<file path="src/rtl/ca_pkg.sv">
package ca_pkg;
  // Elementary rule truth tables, indexed by {left, self, right}
  localparam logic [7:0] RULE_90_TBL  = 8'b0101_1010;
  localparam logic [7:0] RULE_150_TBL = 8'b1001_0110;

  typedef enum logic {
    RULE_90  = 1'b0,
    RULE_150 = 1'b1
  } ca_rule_e;

  function automatic logic [7:0] rule_table(ca_rule_e r);
    return (r == RULE_150) ? RULE_150_TBL : RULE_90_TBL;
  endfunction
endpackage

</file>
<file path="src/rtl/ca_boundary.sv">
module ca_boundary #(
  parameter int unsigned WIDTH  = 6,
  parameter bit          CYCLIC = 1'b0
) (
  input  logic [WIDTH-1:0] state_i,
  output logic [WIDTH+1:0] ext_o
);
  // ext_o[0] is the left pad, ext_o[WIDTH+1] is the right pad
  if (CYCLIC) begin : g_cyclic
    assign ext_o = {state_i[0], state_i, state_i[WIDTH-1]};
  end else begin : g_null
    assign ext_o = {1'b0, state_i, 1'b0};
  end
endmodule

</file>
<file path="src/rtl/ca_cell.sv">
module ca_cell
  import ca_pkg::*;
#(
  parameter ca_rule_e RULE = RULE_90
) (
  input  logic left_i,
  input  logic self_i,
  input  logic right_i,
  output logic next_o
);
  localparam logic [7:0] TBL = rule_table(RULE);

  assign next_o = TBL[{left_i, self_i, right_i}];
endmodule

</file>
<file path="src/rtl/ca_seed_guard.sv">
module ca_seed_guard #(
  parameter int unsigned WIDTH = 6
) (
  input  logic [WIDTH-1:0] seed_i,
  output logic [WIDTH-1:0] seed_o,
  output logic             zero_o
);
  localparam logic [WIDTH-1:0] FORCED = WIDTH'(1);

  assign zero_o = ~|seed_i;
  assign seed_o = zero_o ? FORCED : seed_i;
endmodule

</file>
<file path="src/rtl/hybrid_ca_gen.sv">
module hybrid_ca_gen
  import ca_pkg::*;
#(
  parameter int unsigned      WIDTH        = 6,
  parameter logic [WIDTH-1:0] RULE150_MASK = WIDTH'(1),
  parameter bit               CYCLIC       = 1'b0,
  parameter logic [WIDTH-1:0] RESET_STATE  = WIDTH'(1)
) (
  input  logic             clk_i,
  input  logic             rst_ni,
  input  logic             load_i,
  input  logic [WIDTH-1:0] seed_i,
  input  logic             enable_i,
  output logic [WIDTH-1:0] state_o,
  output logic             seed_zero_o
);
  localparam logic [WIDTH-1:0] ONE_HOT0 = WIDTH'(1);

  logic [WIDTH-1:0] state_q, state_next, seed_safe;
  logic [WIDTH+1:0] ext;
  logic             seed_zero, flag_q;

  ca_boundary #(.WIDTH(WIDTH), .CYCLIC(CYCLIC)) u_boundary (
    .state_i (state_q),
    .ext_o   (ext)
  );

  for (genvar i = 0; i < WIDTH; i++) begin : g_cell
    localparam ca_rule_e CELL_RULE = RULE150_MASK[i] ? RULE_150 : RULE_90;
    ca_cell #(.RULE(CELL_RULE)) u_cell (
      .left_i  (ext[i]),
      .self_i  (ext[i+1]),
      .right_i (ext[i+2]),
      .next_o  (state_next[i])
    );
  end

  ca_seed_guard #(.WIDTH(WIDTH)) u_guard (
    .seed_i (seed_i),
    .seed_o (seed_safe),
    .zero_o (seed_zero)
  );

  always_ff @(posedge clk_i or negedge rst_ni) begin
    if (!rst_ni) begin
      state_q <= RESET_STATE;
      flag_q  <= 1'b0;
    end else begin
      flag_q <= load_i & seed_zero;
      if (load_i)        state_q <= seed_safe;
      else if (enable_i) state_q <= state_next;
    end
  end

  assign state_o     = state_q;
  assign seed_zero_o = flag_q;


  load_seed_chk: assert property (@(posedge clk_i) disable iff (!rst_ni)
    (load_i && seed_i != '0) |=> state_o == $past(seed_i));

  zero_seed_chk: assert property (@(posedge clk_i) disable iff (!rst_ni)
    (load_i && seed_i == '0) |=> (state_o == ONE_HOT0 && seed_zero_o));

  flag_state_chk: assert property (@(posedge clk_i) disable iff (!rst_ni)
    seed_zero_o |-> state_o == ONE_HOT0);

  flag_drop_chk: assert property (@(posedge clk_i) disable iff (!rst_ni)
    !load_i |=> !seed_zero_o);

  hold_chk: assert property (@(posedge clk_i) disable iff (!rst_ni)
    (!load_i && !enable_i) |=> $stable(state_o));
endmodule

</file>
<file path="config.mk">
export PLATFORM = sky130hd
export DESIGN_NAME = hybrid_ca_gen
export DESIGN_NICKNAME = d
export VERILOG_FILES = /design/src/rtl/ca_pkg.sv /design/src/rtl/ca_boundary.sv /design/src/rtl/ca_cell.sv /design/src/rtl/ca_seed_guard.sv /design/src/rtl/hybrid_ca_gen.sv
export SDC_FILE = /design/constraint.sdc
export NUM_CORES = 1
export LEC_CHECK = 0
export CAP_MARGIN = 30
export CORE_AREA = 2 2 39 41
export DETAILED_ROUTE_END_ITERATION = 8
export DIE_AREA = 0 0 41 43
export GPL_TIMING_DRIVEN = 0
export PLACE_DENSITY_LB_ADDON = 0.3
export SLEW_MARGIN = 40
export SYNTH_ARGS = -nofsm -noshare
export SYNTH_HDL_FRONTEND = slang
export SYNTH_SLANG_ARGS = --single-unit
</file>
<file path="constraint.sdc">
create_clock -name clk_i -period 1.3 [get_ports clk_i]
set_input_delay 0.26 -clock clk_i [delete_from_list [all_inputs] [get_ports clk_i]]
set_output_delay 0.26 -clock clk_i [all_outputs]
set_load 0.03 [all_outputs]
</file>
# Word-level counts from Yosys, hierarchy flattened
# Memory sizes are Yosys's and may differ from the RTL's.
# Index checks and enable logic that the tools add are counted.
classes:
  mux: 11
  reduce_logical: 3
  magnitude_cmp: 6
  bitwise_logic: 1
ops:
  columns: ["cell", "count"]
  rows:
  - ["< comparator 3 x 4 -> 1 bit, second input constant", 5]
  - ["2-to-1 mux 6 bit", 3]
  - ["2-to-1 mux 1 bit", 6]
  - ["OR reduction 6 bit", 1]
  - ["binary-select mux 1 bit (select 2 bit)", 2]
  - ["< comparator 2 x 4 -> 1 bit, second input constant", 1]
  - ["nonzero test 2 bit", 1]
  - ["bitwise AND 1 bit", 1]
  - ["zero test 1 bit", 1]
totals:
  rom_bits: 32
  register_bits: 7
  input_bits: 10
  memories: 4
  word_cells: 27
memory_table:
  columns: ["memory", "words", "width", "read_ports", "rd_clocked_by_memory_dff", "write_ports", "line", "source"]
  rows:
  - ["(name not given)", 8, 1, 1, 0, 0, "ca_cell.sv:13", "assign next_o = TBL[{left_i, self_i, right_i}];"]
  - ["(name not given)", 8, 1, 1, 0, 0, "ca_cell.sv:13", null]
  - ["(name not given)", 8, 1, 1, 0, 0, "ca_cell.sv:13", null]
  - ["(name not given)", 8, 1, 1, 0, 0, "ca_cell.sv:13", null]

# Depth between registers and ports, before layout
logic_depth:
  depth_word: 4
  ltp_mapped: 4

# By module
# Synthesis repeated with hierarchy kept, for this count alone.
unflattened:
  hier_cells: 52
  area_unflattened_um2: 519.2
by_module_without_submodules:
  columns: ["module", "instances", "area_per_inst_um2", "cells_per_inst"]
  rows:
  - ["hybrid_ca_gen", 1, 314.1, 28]
  - ["ca_seed_guard", 1, 73.8, 9]
  - ["ca_boundary", 1, 63.8, 9]
  - ["ca_cell (g_cell[1].u_cell ...)", 5, 8.8, 1]
  - ["ca_cell (g_cell[0].u_cell)", 1, 23.8, 1]

# Worst setup path after synthesis
# No wires, ideal clock.
synth_timing:
  path_kind: "reg-to-output"
  from: "register state_q[0], in the netlist state_o[0]"
  to: "output state_o[0]"
  setup_slack_ns: 0.354
  arrival_ns: 0.686
  stages_incl_launch_ff: 2
  path_cell_list: "dfstp_2 > buf_4"
synth_lines:
  columns: ["item", "line", "source"]
  rows:
  - ["start: declaration", "hybrid_ca_gen.sv:19", "logic [WIDTH-1:0] state_q, state_next, seed_safe;"]
  - ["start signal: assignment", "hybrid_ca_gen.sv:50", "if (load_i) state_q <= seed_safe;"]
  - ["start signal: assignment", "hybrid_ca_gen.sv:51", "else if (enable_i) state_q <= state_next;"]
  - ["end: declaration", "hybrid_ca_gen.sv:14", "output logic [WIDTH-1:0] state_o,"]
# No word-level cell between the ends.

# Final worst setup path
layout_timing:
  from: "register state_q[2], in the netlist state_o[2]"
  to: "output state_o[2]"
# No word-level cell between the ends.

==> results_dict.tcl <==
set metrics [dict create \
    yosys.area_share.simple_pct 10.5 \
    worst-path-max-fanout 4 \
    h-tree-depth 1 \
    worst_pin_slew_ns 0.296 \
    synth_edf_count 0 \
    synth_ff_type "dfrtp_1" \
    worstReg2RegStart "state_o[3]$_DFFE_PN0P_" \
    ant_nets 0 \
    status "finished clean" \
    syn_nets 53 \
    die_h_um 43 \
    viasPerCell 4.48 \
    min_period_ns 1.25 \
    synthAdderAreaFrac_pct 0 \
    cts.sinks 7 \
    synth.area.top_cells "dfrtp_1 (36%), mux2i_1 (12%), buf_4 (11%)" \
    path_clk_slew_ns 0.05 \
    placed_area_sq_um 586 \
    cp-end-kind "output pin" \
    cts-root-buf "clkbuf_4" \
    setup_ws_ns 0.0545 \
    post-route-period-util_pct 95.8 \
    vias 354 \
    cp-start-kind "flop" \
    drtIter0Drc 9 \
    grt_max_degree 11 \
    grt_pass1_vias 326 \
    drive_above_1_share_pct 31.7 \
    reg2reg_setup_slack_ns 0.28 \
    drv_slew 0 \
    grt_overflow 0 \
    r2r_cells 4 \
    cts_buffer_depth 2 \
    core_area_sq_um 1380 \
    final-hold-violation-count 0 \
    ys_seq_area_share_pct 42.5 \
    routabilityCongestion 0.663 \
    wl_per_cell_um 9.62 \
    cts_tree "yes" \
    hpwl_um 600 \
    cts_buffers 3 \
    max_freq_mhz 803 \
    netlist_top_cells_count "buf_4 (6), dfrtp_1 (6), mux2i_1 (5), nand2_1 (5)" \
    clk-insertion-delay-late_ns 0.25 \
    synth_compound_area_share_pct 11.7 \
    synth_top_family_by_area "buffers and inverters" \
    dieArea_sq_um 1760 \
    first_pass_iters 4 \
    drcViolationCount 0 \
    synth_xor_area_share_pct 8.43 \
    syn_avg_cell_area_sq_um 9.66 \
    syn_area_sq_um 415 \
    syn_to_final_growth_pct 43.4 \
    yosysTopAreaCellShare_pct 36.1 \
    synth.area.mux_share_pct 12.0 \
    cp.arrival_ns 0.99 \
    wirelength_um 760 \
    ys_ff_latch 7 \
    ys_warn_count 0 \
    place_ws_ns -0.251 \
    grtUsageTotal_pct 11.0 \
    final_nets 74 \
    setup_violations 0 \
    synth_top_cell_by_area "dfrtp_1" \
    fin_worst_skew_ns 0.00310 \
    start_util_pct 30.0 \
    required_ns 1.04 \
    rr_endpoint "state_o[2]$_DFFE_PN0P_" \
    cts_hold_buf 0 \
    slew_headroom_pct 80.2 \
    diodes 0 \
    grt_pass1_wl_mm 1.25 \
    synthDistinctLibCells 16 \
    hp-class "primary input to asynchronous set/reset pin" \
    cap_viol_max_count 0 \
    power_density_nw_per_um2 1200 \
    rsz0062_at_grt "false" \
    leakage_nw 0.299 \
    portBuffers 15 \
    io_pins 17 \
    synthArstFlopShare_pct 100 \
    synthCells 43 \
    rows 14 \
    antenna_found_initial 0 \
    die_w_um 41 \
    final_cell_area_sq_um 596 \
    setup_tns_ns 0 \
    vdd_drop_max_mv 0.489 \
    critical_path_class "flop to output pin" \
]
layer usage:
metal	part of all wire, %	wire, um	up-vias	global-route usage [%]
met5	0	0	-	0
met4	0	0	0	10.0
met3	6.6	50	0	3.14
met2	51	386	15	15.0
met1	43	323	159	13.0
li1	-	-	180	-
cell usage in the layout (no fill, tap or decap), drive strengths merged:
cell type      synthesis  final
buf                    8     15
clkdlybuf4s50          0      8
dfrtp                  6      6
mux2i                  5      5
nand2                  5      5
o21ai                  5      5
xor2                   4      4
nor2                   3      3
clkbuf                 0      3
a21oi                  2      2
and4                   1      1
a31oi                  1      1
a21o                   1      1
nand3                  1      1
clkinv                 0      1
dlygate4sd2            0      1
dfstp                  1      1
where the power goes:
part | internal, mW | switching, mW | leakage (nW) | total, mW
clock | 0.112 | 0.0823 | 0.0177 | 0.195
sequential | 0.247 | 0.0242 | 0.0848 | 0.271
combinational | 0.125 | 0.126 | 0.197 | 0.251
area by class of cell:
class	count	area, sq um
clock buffers	3	22.5
multi-input cells	28	178
repair buffers	17	140
well taps	16	20.0
clock inverters	1	5.00
fillers	157	788
plain buffers	7	53.8
flip-flops and latches	7	176
worst max-delay path, cell delays in order (launching register included):
cell and delay (ns):
dfrtp_1 0.42, buf_4 0.15, buf_2 0.16
flip-flops by register name, indices dropped and copies added, names as in the netlist:
register / flops
state_o: 6
seed_zero_o: 1
cell families (layout without fill, tap and decap cells):
| group | after synthesis | after routing |
|---|---|---|
| AO/OA/AOI/OAI | 9 | 9 |
| multiplexers | 5 | 5 |
| AND/OR/NAND/NOR | 10 | 10 |
| XOR/XNOR | 4 | 4 |
| flip-flops | 7 | 7 |
| buffers and inverters | 8 | 28 |
how the worst max path moves through the flow:
stage | start | to | depth (start not counted)
finish | state_o[2]$_DFFE_PN0P_ | state_o[2] | 2
global route | state_o[2]$_DFFE_PN0P_ | state_o[2] | 2
floorplan | state_o[0]$_DFFE_PN1P_ | state_o[0] | 1
global placement | state_o[0]$_DFFE_PN1P_ | state_o[0] | 2
detailed placement | state_o[0]$_DFFE_PN1P_ | state_o[0] | 2
CTS | state_o[0]$_DFFE_PN1P_ | state_o[0] | 2
timing repair:
item,CTS,global route
resized for setup,27,4
setup endpoints to repair,7,3
endpoints found under the hold margin,0,0
buffers inserted,2,0
pin swaps,0,0
through the flow:
stage	total power, mW	instances	hold WS, ns	util [%]
floorplan	0.441	43	-0.0356	-
global placement	0.534	74	0.527	42.3
detailed placement	0.539	74	0.534	42.3
CTS	0.739	80	0.258	44.5
global route	0.765	79	0.286	43.0
finish	0.716	79	0.255	43.0
Note: power is estimated with default switching activity, not from simulation.
